[src/rtl/dacw_pkg.sv]
package dacw_pkg;

    localparam int HI_BITS    = 6;
    localparam int LO_BITS    = 8;
    localparam int SYNC_DEPTH = 2;

    typedef enum logic [1:0] {
        WOP_IDLE = 2'd0,
        WOP_HI   = 2'd1,
        WOP_LO   = 2'd2,
        WOP_BOTH = 2'd3
    } wr_op_e;

    // Decode of the byte selects under the write strobe (all active low)
    function automatic wr_op_e decode_wr(input logic hi_n, input logic lo_n, input logic w_n);
        wr_op_e op;
        if (w_n) begin
            op = WOP_IDLE;
        end else begin
            case ({hi_n, lo_n})
                2'b00:   op = WOP_BOTH;
                2'b01:   op = WOP_HI;
                2'b10:   op = WOP_LO;
                default: op = WOP_IDLE;
            endcase
        end
        return op;
    endfunction

endpackage

[src/rtl/dacw_sync.sv]
module dacw_sync #(
    parameter int STAGES = 2
) (
    input  logic clk,
    input  logic rst,
    input  logic async_n,
    output logic sync_n
);
    logic [STAGES-1:0] chain_d, chain_q;

    always_comb begin
        chain_d[0] = async_n;
    end

    generate
        for (genvar i = 1; i < STAGES; i++) begin : g_stage
            always_comb begin
                chain_d[i] = chain_q[i-1];
            end
        end
    endgenerate

    always_ff @(posedge clk) begin
        if (rst) chain_q <= '1;
        else     chain_q <= chain_d;
    end

    assign sync_n = chain_q[STAGES-1];

    // reset returns the load level to inactive
    p_sync_reset_r9: assert property (@(posedge clk) rst |=> sync_n);
endmodule

[src/rtl/dacw_input_bank.sv]
module dacw_input_bank
    import dacw_pkg::*;
#(
    parameter int HI_W = HI_BITS,
    parameter int LO_W = LO_BITS,
    localparam int W   = HI_W + LO_W
) (
    input  logic         clk,
    input  logic         rst,
    input  logic [W-1:0] bus,
    input  logic         hi_n,
    input  logic         lo_n,
    input  logic         w_n,
    output logic [W-1:0] word_next
);
    typedef struct packed {
        logic [HI_W-1:0] hi;
        logic [LO_W-1:0] lo;
    } bank_t;

    bank_t  st_d, st_q;
    wr_op_e op;

    always_comb begin
        st_d = st_q;
        op   = decode_wr(hi_n, lo_n, w_n);
        if (op == WOP_HI || op == WOP_BOTH) st_d.hi = bus[W-1:LO_W];
        if (op == WOP_LO || op == WOP_BOTH) st_d.lo = bus[LO_W-1:0];
    end

    always_ff @(posedge clk) begin
        if (rst) st_q <= '0;
        else     st_q <= st_d;
    end

    // Next value is forwarded so a same-edge transfer sees the new byte
    assign word_next = st_d;

    // upper byte captured under its select
    p_hi_load_r1: assert property (@(posedge clk) disable iff (rst)
        (!w_n && !hi_n) |=> st_q.hi == $past(bus[W-1:LO_W]));
    // lower byte captured under its select
    p_lo_load_r2: assert property (@(posedge clk) disable iff (rst)
        (!w_n && !lo_n) |=> st_q.lo == $past(bus[LO_W-1:0]));
    // no write, no change
    p_hi_hold_r6: assert property (@(posedge clk) disable iff (rst)
        (w_n || hi_n) |=> $stable(st_q.hi));
    p_lo_hold_r6: assert property (@(posedge clk) disable iff (rst)
        (w_n || lo_n) |=> $stable(st_q.lo));
    // reset clears the input registers
    p_bank_reset_r9: assert property (@(posedge clk) rst |=> st_q == '0);
endmodule

[src/rtl/dacw_dac_reg.sv]
module dacw_dac_reg #(
    parameter int W = 14
) (
    input  logic         clk,
    input  logic         rst,
    input  logic         xfer,
    input  logic [W-1:0] src_next,
    output logic [W-1:0] code
);
    logic [W-1:0] code_d, code_q;

    always_comb begin
        code_d = code_q;
        if (xfer) code_d = src_next;
    end

    always_ff @(posedge clk) begin
        if (rst) code_q <= '0;
        else     code_q <= code_d;
    end

    assign code = code_q;

    // a transfer takes the forwarded input word
    p_xfer_load_r4: assert property (@(posedge clk) disable iff (rst)
        xfer |=> code_q == $past(src_next));
    // without a transfer the code holds
    p_code_hold_r6: assert property (@(posedge clk) disable iff (rst)
        !xfer |=> $stable(code_q));
    // reset clears the code
    p_code_reset_r9: assert property (@(posedge clk) rst |=> code_q == '0);
endmodule

[src/rtl/dac_word_loader.sv]
module dac_word_loader
    import dacw_pkg::*;
#(
    parameter int HI_W   = HI_BITS,
    parameter int LO_W   = LO_BITS,
    parameter int STAGES = SYNC_DEPTH,
    localparam int W     = HI_W + LO_W
) (
    input  logic         clk,
    input  logic         rst,
    input  logic [13:0]  bus_data,
    input  logic         sel_hi_n,
    input  logic         sel_lo_n,
    input  logic         wr_n,
    input  logic         load_n,
    output logic [13:0]  dac_code
);
    logic         load_sync_n;
    logic [W-1:0] word_next;
    logic [W-1:0] code;

    dacw_sync #(.STAGES(STAGES)) u_sync (
        .clk     (clk),
        .rst     (rst),
        .async_n (load_n),
        .sync_n  (load_sync_n)
    );

    dacw_input_bank #(.HI_W(HI_W), .LO_W(LO_W)) u_bank (
        .clk       (clk),
        .rst       (rst),
        .bus       (bus_data),
        .hi_n      (sel_hi_n),
        .lo_n      (sel_lo_n),
        .w_n       (wr_n),
        .word_next (word_next)
    );

    dacw_dac_reg #(.W(W)) u_dac (
        .clk      (clk),
        .rst      (rst),
        .xfer     (!load_sync_n),
        .src_next (word_next),
        .code     (code)
    );

    assign dac_code = code;

    // fully transparent once the load level has settled low
    p_transparent_r5: assert property (@(posedge clk) disable iff (rst)
        (!load_sync_n && !sel_hi_n && !sel_lo_n && !wr_n) |=> dac_code == $past(bus_data));
endmodule

[config.mk]
export PLATFORM = sky130hd
export DESIGN_NAME = dac_word_loader
export DESIGN_NICKNAME = d
export VERILOG_FILES = /design/src/rtl/dacw_pkg.sv /design/src/rtl/dacw_sync.sv /design/src/rtl/dacw_input_bank.sv /design/src/rtl/dacw_dac_reg.sv /design/src/rtl/dac_word_loader.sv
export SDC_FILE = /design/constraint.sdc
export NUM_CORES = 1
export LEC_CHECK = 0
export BUFFER_PORTS_ARGS = -buffer_cell sky130_fd_sc_hd__buf_2
export CAP_MARGIN = 30
export CORE_ASPECT_RATIO = 0.6
export CORE_MARGIN = 2
export CORE_UTILIZATION = 50
export DETAILED_ROUTE_END_ITERATION = 8
export PLACE_DENSITY = 0.79
export SYNTH_ARGS = -nofsm -noshare
export SYNTH_HDL_FRONTEND = slang
export SYNTH_SLANG_ARGS = --single-unit
[constraint.sdc]
create_clock -name clk -period 1.5 [get_ports clk]
set_input_delay 0.075 -clock clk [delete_from_list [all_inputs] [get_ports clk]]
set_output_delay 0.075 -clock clk [all_outputs]
set_load 0.01 [all_outputs]
Word level (Yosys, flattened, before mapping):

Cells that the tools add are included.
Widths: inputs -> output; s select.

* register bits after elaboration: 30
* latch bits: 0
* memory bits (writable): 0
* memory bits (read-only): 0
* input port bits: 20
* output and inout bits: 14
* logic and storage cells: 16
* memories: 0

* add/sub/neg operators: 0
* $mul: 0
* divide/modulo/power cells: 0
* order comparisons: 0
* equality and inequality tests: 5
* shift operators: 0
* mux-type cells: 4
* bitwise logic cells: 0
* reductions and logical operators: 3

Operators by type and width (number)
* $mux 8: 1
* $eq 2x2->1 const B: 3
* $mux 6: 1
* $pmux 2 s3: 1
* $eq 2x1->1 const B: 2
* $logic_not 2->1: 1
* $logic_or 1x1->1: 2
* $mux 2: 1

Logic depth before layout (Yosys ltp):

Gate-level depths: netlist (run 1).

* depth after elaboration: 6
* mapped depth: 3
* gate-level depth less buffers: 2

Modules after synthesis:

Synthesis (run 1) repeated with hierarchy kept, for this count alone.

* cells, all modules: 125
* area, all modules: 1186.1 um2

Modules (own cells, without submodules)
* dacw_input_bank: times used 1, cells each 75, area each 621.8 um2, sequential area each 280.3 um2
* dacw_dac_reg: times used 1, cells each 45, area each 508.0 um2, sequential area each 280.3 um2
* dacw_sync: times used 1, cells each 4, area each 52.6 um2, sequential area each 40.0 um2
* dac_word_loader: times used 1, cells each 1, area each 3.8 um2, sequential area each 0.0 um2

Least setup slack after synthesis (run 1):

Ideal clock, no wire load.

* kind: flip-flop to flip-flop
* from: register u_sync.chain_q[1]
* to: register u_dac.code_q[0] (netlist: u_dac.code[0])
* setup time: 0.142 ns
* arrival time: 0.805 ns
* data required time: 1.358 ns
* slack: 0.553 ns
* cell stages (with the launch flop): 4
* path buffers: 1
* clock period less this slack: 0.947 ns
* path through: dfxtp_1 inv_1 clkbuf_1 a311oi_1

RTL lines
* start: declaration: RTL line dacw_sync.sv:9 `logic [STAGES-1:0] chain_d, chain_q;`
* start signal: assignment: RTL line dacw_sync.sv:25 `else chain_q <= chain_d;`
* end signal: assignment: RTL line dacw_dac_reg.sv:19 `else code_q <= code_d;`
* end: declaration: RTL line dacw_dac_reg.sv:10 `logic [W-1:0] code_d, code_q;`

No word-level cell between the ends.

Worst setup path after layout (run 1):

* from: register u_sync.chain_q[1]
* to: register u_dac.code_q[7] (netlist: u_dac.code[7])

No word-level cell between the ends.

==> results of run 1 <==
==> synth_stat cells <==
master,number
sky130_fd_sc_hd__a311oi_1,14
sky130_fd_sc_hd__or3b_2,4
sky130_fd_sc_hd__or3b_1,10
sky130_fd_sc_hd__o21ai_0,14
sky130_fd_sc_hd__a21oi_1,14
sky130_fd_sc_hd__clkbuf_1,8
sky130_fd_sc_hd__inv_1,1
sky130_fd_sc_hd__nor2b_1,14
sky130_fd_sc_hd__buf_6,1
sky130_fd_sc_hd__or2_2,2
sky130_fd_sc_hd__dfxtp_1,30
==> final timing paths <==
kind                startpoint  slack [ns]           endpoint
max          u_sync.chain_q[1]        0.24      u_dac.code[7]
max reg2reg  u_sync.chain_q[1]        0.24      u_dac.code[7]
min               bus_data[11]        0.17    u_bank.st_q[11]
min reg2reg  u_sync.chain_q[0]        0.43  u_sync.chain_q[1]
==> stage by stage <==
stage / total power [W] / instances / setup WS (ns) / hold slack (ns)
after CTS: 0.00179 / 175 / 0.247 / 0.167
after global placement: 0.00102 / 166 / 0.337 / 0.264
after global routing: 0.00185 / 175 / 0.0912 / 0.174
after detailed placement: 0.00102 / 166 / 0.273 / 0.264
final: 0.00179 / 175 / 0.240 / 0.167
after floorplan: 0.000963 / 112 / 0.553 / 0.179
==> placed cells by master (no fill, tap or decap) <==
cell type and n:
sky130_fd_sc_hd__or3b_1 10, sky130_fd_sc_hd__a21oi_1 14, sky130_fd_sc_hd__clkbuf_8 5, sky130_fd_sc_hd__nor2b_1 14, sky130_fd_sc_hd__inv_1 1, sky130_fd_sc_hd__dfxtp_1 30
sky130_fd_sc_hd__buf_2 33, sky130_fd_sc_hd__o21ai_0 14, sky130_fd_sc_hd__bufinv_16 1, sky130_fd_sc_hd__dlygate4sd3_1 1, sky130_fd_sc_hd__a311oi_1 14, sky130_fd_sc_hd__clkbuf_1 2
sky130_fd_sc_hd__or2_2 2, sky130_fd_sc_hd__or3b_2 4
==> tightest hold or removal path, stage by stage <==
cell and delay [ns]:
sky130_fd_sc_hd__buf_2 0.09, sky130_fd_sc_hd__or3b_1 0.17, sky130_fd_sc_hd__a21oi_1 0.06
==> per-layer routing <==
layer  vias to the layer above  global-route usage
met3                         5              0.0824
met2                        27               0.344
met4                         0               0.115
li1                        483                   -
met1                       445               0.220
met5                         -                   0
==> layout make-up <==
| type | count | area share |
|---|---|---|
| tap | 30 | 0.0266 |
| multi-input combinational | 72 | 0.345 |
| sequential | 30 | 0.426 |
| timing repair buffer | 34 | 0.124 |
| clock inverter | 1 | 0.0213 |
| clock buffer | 7 | 0.0542 |
| inverter | 1 | 0.00266 |
==> power by group through the flow <==
stage / Clock, W / Sequential [W] / Combinational (W)
3_3_place_gp: 0 / 0.000869 / 0.000148
6_report: 0.000777 / 0.000853 / 0.000157
2_1_floorplan: 0 / 0.000875 / 0.0000885
5_1_grt: 0.000822 / 0.000857 / 0.000174
3_5_place_dp: 0 / 0.000870 / 0.000151
4_1_cts: 0.000784 / 0.000852 / 0.000156
==> flip-flops by register name (all words and copies together) (netlist names) <==
| name | cells |
|---|---|
| u_bank.st_q | 14 |
| u_sync.chain_q | 2 |
| u_dac.code | 14 |
==> repair_timing <==
action / CTS / global route
hold buffers: 1 / 0
resized for setup: 0 / 0
hold endpoints to repair: 1 / 0
==> cells by family after synthesis <==
| logic type | after synthesis | share of synthesized area |
|---|---|---|
| compound gates | 42 | 0.232 |
| simple gates | 30 | 0.197 |
| flops | 30 | 0.531 |
| buf+inv | 10 | 0.0398 |
==> summary.json, run 1 <==
{
  "worst_skew_pair.late_latency": {"value": 0.28, "unit": "ns"},
  "grt_antenna_before_repair": {"value": 0},
  "min_clock_period_post_route": {"value": 1.26, "unit": "ns"},
  "pwr-share-comb": {"value": 0.088},
  "tritoncts_clock_tree": {"value": "yes"},
  "effective_utilization_at_floorplan": {"value": 0.527},
  "drt_pass1_iterations": {"value": 4},
  "worst_hold_path_type": {"value": "primary input to flip-flop"},
  "synth.top_cells.by_area": {"value": "sky130_fd_sc_hd__dfxtp_1, sky130_fd_sc_hd__a311oi_1, sky130_fd_sc_hd__nor2b_1"},
  "dp_hpwl": {"value": 1500, "unit": "microns"},
  "synth.top_cell.area_share": {"value": 0.531},
  "worstPathCellList": {"value": "inv_1 -> a311oi_1"},
  "crit_arrival": {"value": 1.44, "unit": "ns"},
  "number_of_vias_in_the_routed_layout": {"value": 960},
  "final_layout_size_suffix_gt1_frac": {"value": 0.310},
  "nFillCells": {"value": 199},
  "postCtsSetupRepairBufs": {"value": 0},
  "final_net_count": {"value": 164},
  "final-setup-viol-count": {"value": 0},
  "crit_path_category": {"value": "flip-flop to flip-flop"},
  "dpl_cell_area": {"value": 1290, "unit": "sq um"},
  "avgSynthCellArea": {"value": 10.1, "unit": "sq um"},
  "std_cell_rows": {"value": 13},
  "cp.buffers_inverters": {"value": 1},
  "route.detailed.drc": {"value": 0},
  "maximum_number_of_pins_on_one_net_before_global_route_repair": {"value": 31},
  "most_area_hungry_cell_type_in_the_yosys_netlist": {"value": "sky130_fd_sc_hd__dfxtp_1"},
  "synth.lib_cells_used.distinct": {"value": 11},
  "globalRoute.totalOverflow": {"value": 0},
  "worst_path_max_delay_cell": {"value": "sky130_fd_sc_hd__dfxtp_1"},
  "grt_pass1_wl": {"value": 3760, "unit": "microns"},
  "routabilityCongestion": {"value": 0.698},
  "maximum_frequency_from_static_timing_analysis": {"value": 0.794, "unit": "GHz"},
  "cts.sinks": {"value": 30},
  "via_per_inst": {"value": 5.49},
  "clock-skew-final": {"value": 0.00653, "unit": "ns"},
  "startpoint_type": {"value": "flip-flop"},
  "max-slew-margin-rel": {"value": 0.649},
  "clockRootBuffer": {"value": "sky130_fd_sc_hd__clkbuf_8"},
  "ys.warnings.count": {"value": 0},
  "maximum_root_to_sink_buffer_count": {"value": 2},
  "top_level_port_count": {"value": 34},
  "clkSlewWorstSetupHoldPaths": {"value": 0.06, "unit": "ns"},
  "cp_num_cells": {"value": 2},
  "chipWidth": {"value": 65.4, "unit": "microns"},
  "port-buffer-count": {"value": 33},
  "ctsHtreeMaxLevel": {"value": 2},
  "top_signal_layer_used": {"value": "met4"},
  "multiInputGateArea": {"value": 485, "unit": "sq um"},
  "number_of_register_bits_inferred_by_synthesis": {"value": 30},
  "p_seq_frac": {"value": 0.477},
  "p_leak": {"value": 0.562, "unit": "nW"},
  "power_density": {"value": 1270, "unit": "nW/um^2"},
  "fin_area": {"value": 1410, "unit": "sq um"},
  "final_min_period_over_clock_period": {"value": 0.840},
  "timing_worst_slew_pin_value": {"value": 0.527, "unit": "ns"},
  "insertedDiodeCount": {"value": 0},
  "synth_cells": {"value": 112},
  "synthesis.nets": {"value": 132},
  "wl_met3": {"value": 164, "unit": "microns"},
  "cpPeakStageDelay": {"value": 0.54, "unit": "ns"},
  "cts-buffers-inserted": {"value": 5},
  "cp_top_family": {"value": "flip-flops"},
  "die_area": {"value": 2670, "unit": "sq um"},
  "area.growth.synth_to_final": {"value": 24.6, "unit": "%"},
  "crit_required": {"value": 1.68, "unit": "ns"},
  "netlist_area_pre_place": {"value": 1130, "unit": "sq um"},
  "drt_iter0_markers": {"value": 50},
  "register_area": {"value": 601, "unit": "sq um"},
  "switching_share": {"value": 0.214},
  "worst_voltage_drop_across_the_vdd_grid": {"value": 0.898, "unit": "mV"},
  "sum_of_met2_wire_segment_lengths_after_detailed_routing": {"value": 1130, "unit": "microns"},
  "timing.final.hold_violations": {"value": 0},
  "clock_power_share": {"value": 0.435},
  "dieHeight": {"value": 40.8, "unit": "microns"},
  "crit_path_max_fanout": {"value": 15},
  "critical_path.endpoint_type": {"value": "flip-flop"},
  "postLayoutCoreUtil": {"value": 0.656},
  "rsz_0062_raised_after_global_routing": {"value": "no"},
  "status": {"value": "completed"},
  "r2r.worst_path.cells": {"value": 2},
  "grt_pass1_vias": {"value": 882},
  "internal_power": {"value": 0.00140, "unit": "W"},
  "route.final.wire_length": {"value": 2400, "unit": "microns"},
  "final_max_slew_viol_count": {"value": 0},
  "timing.hold.worst_path_depth": {"value": 3},
  "detail_route.wl_per_cell": {"value": 13.7, "unit": "microns"},
  "setup-tns-final": {"value": 0, "unit": "ns"},
  "ant_nets": {"value": 0},
  "synth-seq-area-share": {"value": 0.531},
  "gr-usage-all-layers": {"value": 0.200},
  "fp.coreArea": {"value": 2150, "unit": "sq um"},
  "detail_route.wirelength.met1": {"value": 1080, "unit": "microns"},
  "total_switching_power": {"value": 0.000383, "unit": "W"},
  "cap_viol_max_count": {"value": 0}
}
Power figures use the tool's default switching activity.
==> run 2, diff against run 1 <==
--- a/config.mk
+++ b/config.mk
@@ -9,9 +9,9 @@
 export CAP_MARGIN = 30
 export CORE_ASPECT_RATIO = 0.6
 export CORE_MARGIN = 2
-export CORE_UTILIZATION = 50
+export CORE_UTILIZATION = 49
 export DETAILED_ROUTE_END_ITERATION = 8
-export PLACE_DENSITY = 0.79
+export PLACE_DENSITY = 0.78
 export SYNTH_ARGS = -nofsm -noshare
 export SYNTH_HDL_FRONTEND = slang
 export SYNTH_SLANG_ARGS = --single-unit
==> constraint.sdc (replaced) <==
create_clock -name clk -period 1.25 [get_ports clk]
set_input_delay 0.0625 -clock clk [delete_from_list [all_inputs] [get_ports clk]]
set_output_delay 0.0625 -clock clk [all_outputs]
set_load 0.01 [all_outputs]
==> run 2 against run 1 <==
  * Non-clock buffer count up 2
  * Clock-buffer cell count decreased by 2
  * Total power rose by 21%
  * Global-route usage grew 0.93 points
  * Cell area up 1.6%
  * Final cell count increased by 1.1%
  * First-iteration DRC count rose by 8.0%
  * Register-to-register slack got worse by 0.14 ns
  * Core utilization is 0.054 points higher
  * Clock power increased by 22%
  * Worst setup slack got worse by 0.14 ns
  * Sequential share of layout area fell by 0.58 points
  * Largest power group unchanged
  * Highest routed layer unchanged
==> summary.json, run 2 (synthesis results as in run 1) <==
{
  "status": {"value": "completed"},
  "crit_required": {"value": 1.43, "unit": "ns", "change": "-0.25 ns"},
  "area.growth.synth_to_final": {"value": 26.5, "unit": "%"},
  "route.detailed.drc": {"value": 0, "change": "unchanged"},
  "clock-skew-final": {"value": 0.00678, "unit": "ns", "change": "+0.000250 ns"},
  "fp.coreArea": {"value": 2180, "unit": "sq um", "change": "+1.5%"},
  "worstPathCellList": {"value": "clkinvlp_4 -> buf_4 -> a311oi_1"},
  "grt_antenna_before_repair": {"value": 0, "change": "unchanged"},
  "p_leak": {"value": 0.568, "unit": "nW", "change": "+1.2%"},
  "postLayoutCoreUtil": {"value": 0.657, "change": "about the same"},
  "min_clock_period_post_route": {"value": 1.15, "unit": "ns", "change": "-0.110 ns"},
  "timing.hold.ws": {"value": 0.153, "unit": "ns", "change": "-0.0141 ns"},
  "crit_arrival": {"value": 1.33, "unit": "ns", "change": "-0.11 ns"},
  "startpoint_type": {"value": "flip-flop"},
  "crit-reg2reg-launch": {"value": "u_sync.chain_q[1]"},
  "min_from": {"value": "bus_data[10]"},
  "numPlacedInstances": {"value": 166, "change": "unchanged"},
  "cts.sinks": {"value": 30, "change": "unchanged"},
  "cts-buffers-inserted": {"value": 5, "change": "unchanged"},
  "final_min_period_over_clock_period": {"value": 0.920, "change": "+0.0799"},
  "grt_pass1_vias": {"value": 936, "change": "+6.1%"},
  "cp_top_family": {"value": "flip-flops"},
  "clkSlewWorstSetupHoldPaths": {"value": 0.07, "unit": "ns", "change": "about the same"},
  "worst_hold_path_type": {"value": "primary input to flip-flop"},
  "power.total": {"value": 0.00216, "unit": "W", "change": "+21%"},
  "drt_iter0_markers": {"value": 54, "change": "+8.0%"},
  "setup-tns-final": {"value": 0, "unit": "ns", "change": "unchanged"},
  "clockRootBuffer": {"value": "sky130_fd_sc_hd__clkbuf_8"},
  "critical_path.endpoint_type": {"value": "flip-flop"},
  "timing_worst_slew_pin_value": {"value": 0.506, "unit": "ns", "change": "-0.0207 ns"},
  "ctsHtreeMaxLevel": {"value": 2, "change": "unchanged"},
  "power_density": {"value": 1510, "unit": "nW/um^2", "change": "+19%"},
  "max-slew-margin-rel": {"value": 0.663, "change": "+0.0138"},
  "nFillCells": {"value": 180, "change": "-9.5%"},
  "chipWidth": {"value": 66.0, "unit": "microns", "change": "+0.96%"},
  "maximum_number_of_pins_on_one_net_before_global_route_repair": {"value": 31, "change": "unchanged"},
  "tritoncts_clock_tree": {"value": "yes"},
  "layout_common_cells": {"value": "sky130_fd_sc_hd__buf_2, sky130_fd_sc_hd__dfxtp_1"},
  "crit_path_category": {"value": "flip-flop to flip-flop"},
  "globalRoute.totalOverflow": {"value": 0, "change": "unchanged"},
  "timing.final.hold_violations": {"value": 0, "change": "unchanged"},
  "via_per_inst": {"value": 5.57, "change": "+1.5%"},
  "most_frequent_standard_cell_in_the_layout_excluding_fill_and_tap_cells": {"value": "sky130_fd_sc_hd__buf_2"},
  "worst_path_max_delay_cell": {"value": "sky130_fd_sc_hd__dfxtp_2"},
  "die_area": {"value": 2720, "unit": "sq um", "change": "+1.9%"},
  "dieHeight": {"value": 41.2, "unit": "microns", "change": "+0.92%"},
  "maximum_frequency_from_static_timing_analysis": {"value": 0.870, "unit": "GHz", "change": "+9.6%"},
  "crit_path_max_fanout": {"value": 15, "change": "unchanged"},
  "worst_skew_pair.late_latency": {"value": 0.28, "unit": "ns", "change": "about the same"},
  "effective_utilization_at_floorplan": {"value": 0.519, "change": "-0.00786"},
  "gr-usage-all-layers": {"value": 0.209, "change": "+0.00932"},
  "r2r_slack": {"value": 0.1, "unit": "ns", "change": "-0.14 ns"},
  "worstHoldEndpoint": {"value": "u_bank.st_q[10]"},
  "grt_pass1_wl": {"value": 3960, "unit": "microns", "change": "+5.3%"},
  "timing.hold.worst_path_depth": {"value": 3, "change": "unchanged"},
  "worst_voltage_drop_across_the_vdd_grid": {"value": 0.671, "unit": "mV", "change": "-25%"},
  "register_area": {"value": 602, "unit": "sq um", "change": "+0.21%"},
  "route.final.wire_length": {"value": 2470, "unit": "microns", "change": "+2.7%"},
  "multiInputGateArea": {"value": 485, "unit": "sq um", "change": "unchanged"},
  "dp_hpwl": {"value": 1570, "unit": "microns", "change": "+5.0%"},
  "final-setup-viol-count": {"value": 0, "change": "unchanged"},
  "final_max_slew_viol_count": {"value": 0, "change": "unchanged"},
  "number_of_vias_in_the_routed_layout": {"value": 986, "change": "+2.7%"},
  "drt_pass1_iterations": {"value": 5, "change": "+1"},
  "cp.buffers_inverters": {"value": 2, "change": "+1"},
  "cpPeakStageDelay": {"value": 0.47, "unit": "ns", "change": "-0.07 ns"},
  "rsz_0062_raised_after_global_routing": {"value": "no"},
  "routabilityCongestion": {"value": 0.736, "change": "+5.4%"},
  "insertedDiodeCount": {"value": 0, "change": "unchanged"},
  "worst_r2r_endpoint": {"value": "u_dac.code[2]"},
  "cap_viol_max_count": {"value": 0, "change": "unchanged"},
  "layoutNonFillerInstCount": {"value": 177, "change": "+1.1%"},
  "port-buffer-count": {"value": 33, "change": "unchanged"},
  "top_level_port_count": {"value": 34, "change": "unchanged"},
  "ant_nets": {"value": 0, "change": "unchanged"},
  "maximum_root_to_sink_buffer_count": {"value": 2, "change": "unchanged"},
  "r2r.worst_path.cells": {"value": 3, "change": "+1"},
  "detail_route.wl_per_cell": {"value": 13.9, "unit": "microns", "change": "+1.6%"},
  "final_layout_size_suffix_gt1_frac": {"value": 0.347, "change": "+0.0366"},
  "final_net_count": {"value": 166, "change": "+1.2%"},
  "std_cell_rows": {"value": 13, "change": "unchanged"}
}
-- run 2: cell types whose count changed in the layout (fill, tap and decap cells not counted) --
cell,delta
sky130_fd_sc_hd__clkinvlp_4,+1
sky130_fd_sc_hd__dfxtp_1,-1
sky130_fd_sc_hd__dfxtp_2,+1
sky130_fd_sc_hd__inv_1,-1
sky130_fd_sc_hd__clkinv_2,+2
sky130_fd_sc_hd__buf_4,+2
sky130_fd_sc_hd__clkbuf_1,-2
-- run 2: worst max path at each step --
stage	start	to	slack (ns)	cells past startpoint
floorplan	u_sync.chain_q[1]	u_dac.code[0]	0.30	3
global placement	u_sync.chain_q[1]	u_dac.code[8]	0.09	2
detailed placement	u_sync.chain_q[1]	u_dac.code[2]	-0.006	2
CTS	u_sync.chain_q[1]	u_dac.code[2]	0.13	3
global route	u_sync.chain_q[1]	u_dac.code[2]	0.02	3
finish	u_sync.chain_q[1]	u_dac.code[2]	0.1	3
-- run 2: per-layer routing --
metal  global-route usage  part of all wire  up-vias
met3               0.0824             0.079        6
met4                0.128             0.018        0
met1                0.238              0.46      457
met2                0.348              0.44       36
li1                     -                 -      487
met5                    0                 0        -
-- run 2: where the power goes --
group / switching, W / internal, W
clock network: 0.000361 / 0.000586
registers: 0.0000219 / 0.00100
logic: 0.000103 / 0.0000891
total: 0.000486 / 0.00168
-- run 2: what timing repair did --
action / CTS / global route
endpoints found under the hold margin: 1 / 0
endpoints found under the setup margin: 1 / 0
buffers inserted: 2 / 0
resized for setup: 2 / 0
hold buffers: 1 / 0
-- run 2: through the flow --
stage / worst slack (ns) / cell area [sq um]
global route: 0.0153 / 1430
detailed placement: -0.00600 / 1290
finish: 0.100 / 1430
floorplan: 0.303 / 1130
CTS: 0.131 / 1430
global placement: 0.0939 / 1290
-- run 2: cell type report --
cell class | instances | area share
sequential | 30 | 0.420
timing repair buffer | 36 | 0.133
clock buffer | 5 | 0.0481
multi-input combinational | 72 | 0.339
clock inverter | 3 | 0.0280
inverter | 1 | 0.00524
tap | 30 | 0.0262
-- run 2: worst register-to-register path, cell delays in order, from the launching register on --
cell and delay (ns):
sky130_fd_sc_hd__dfxtp_2 0.47, sky130_fd_sc_hd__clkinvlp_4 0.15, sky130_fd_sc_hd__buf_4 0.18, sky130_fd_sc_hd__a311oi_1 0.25
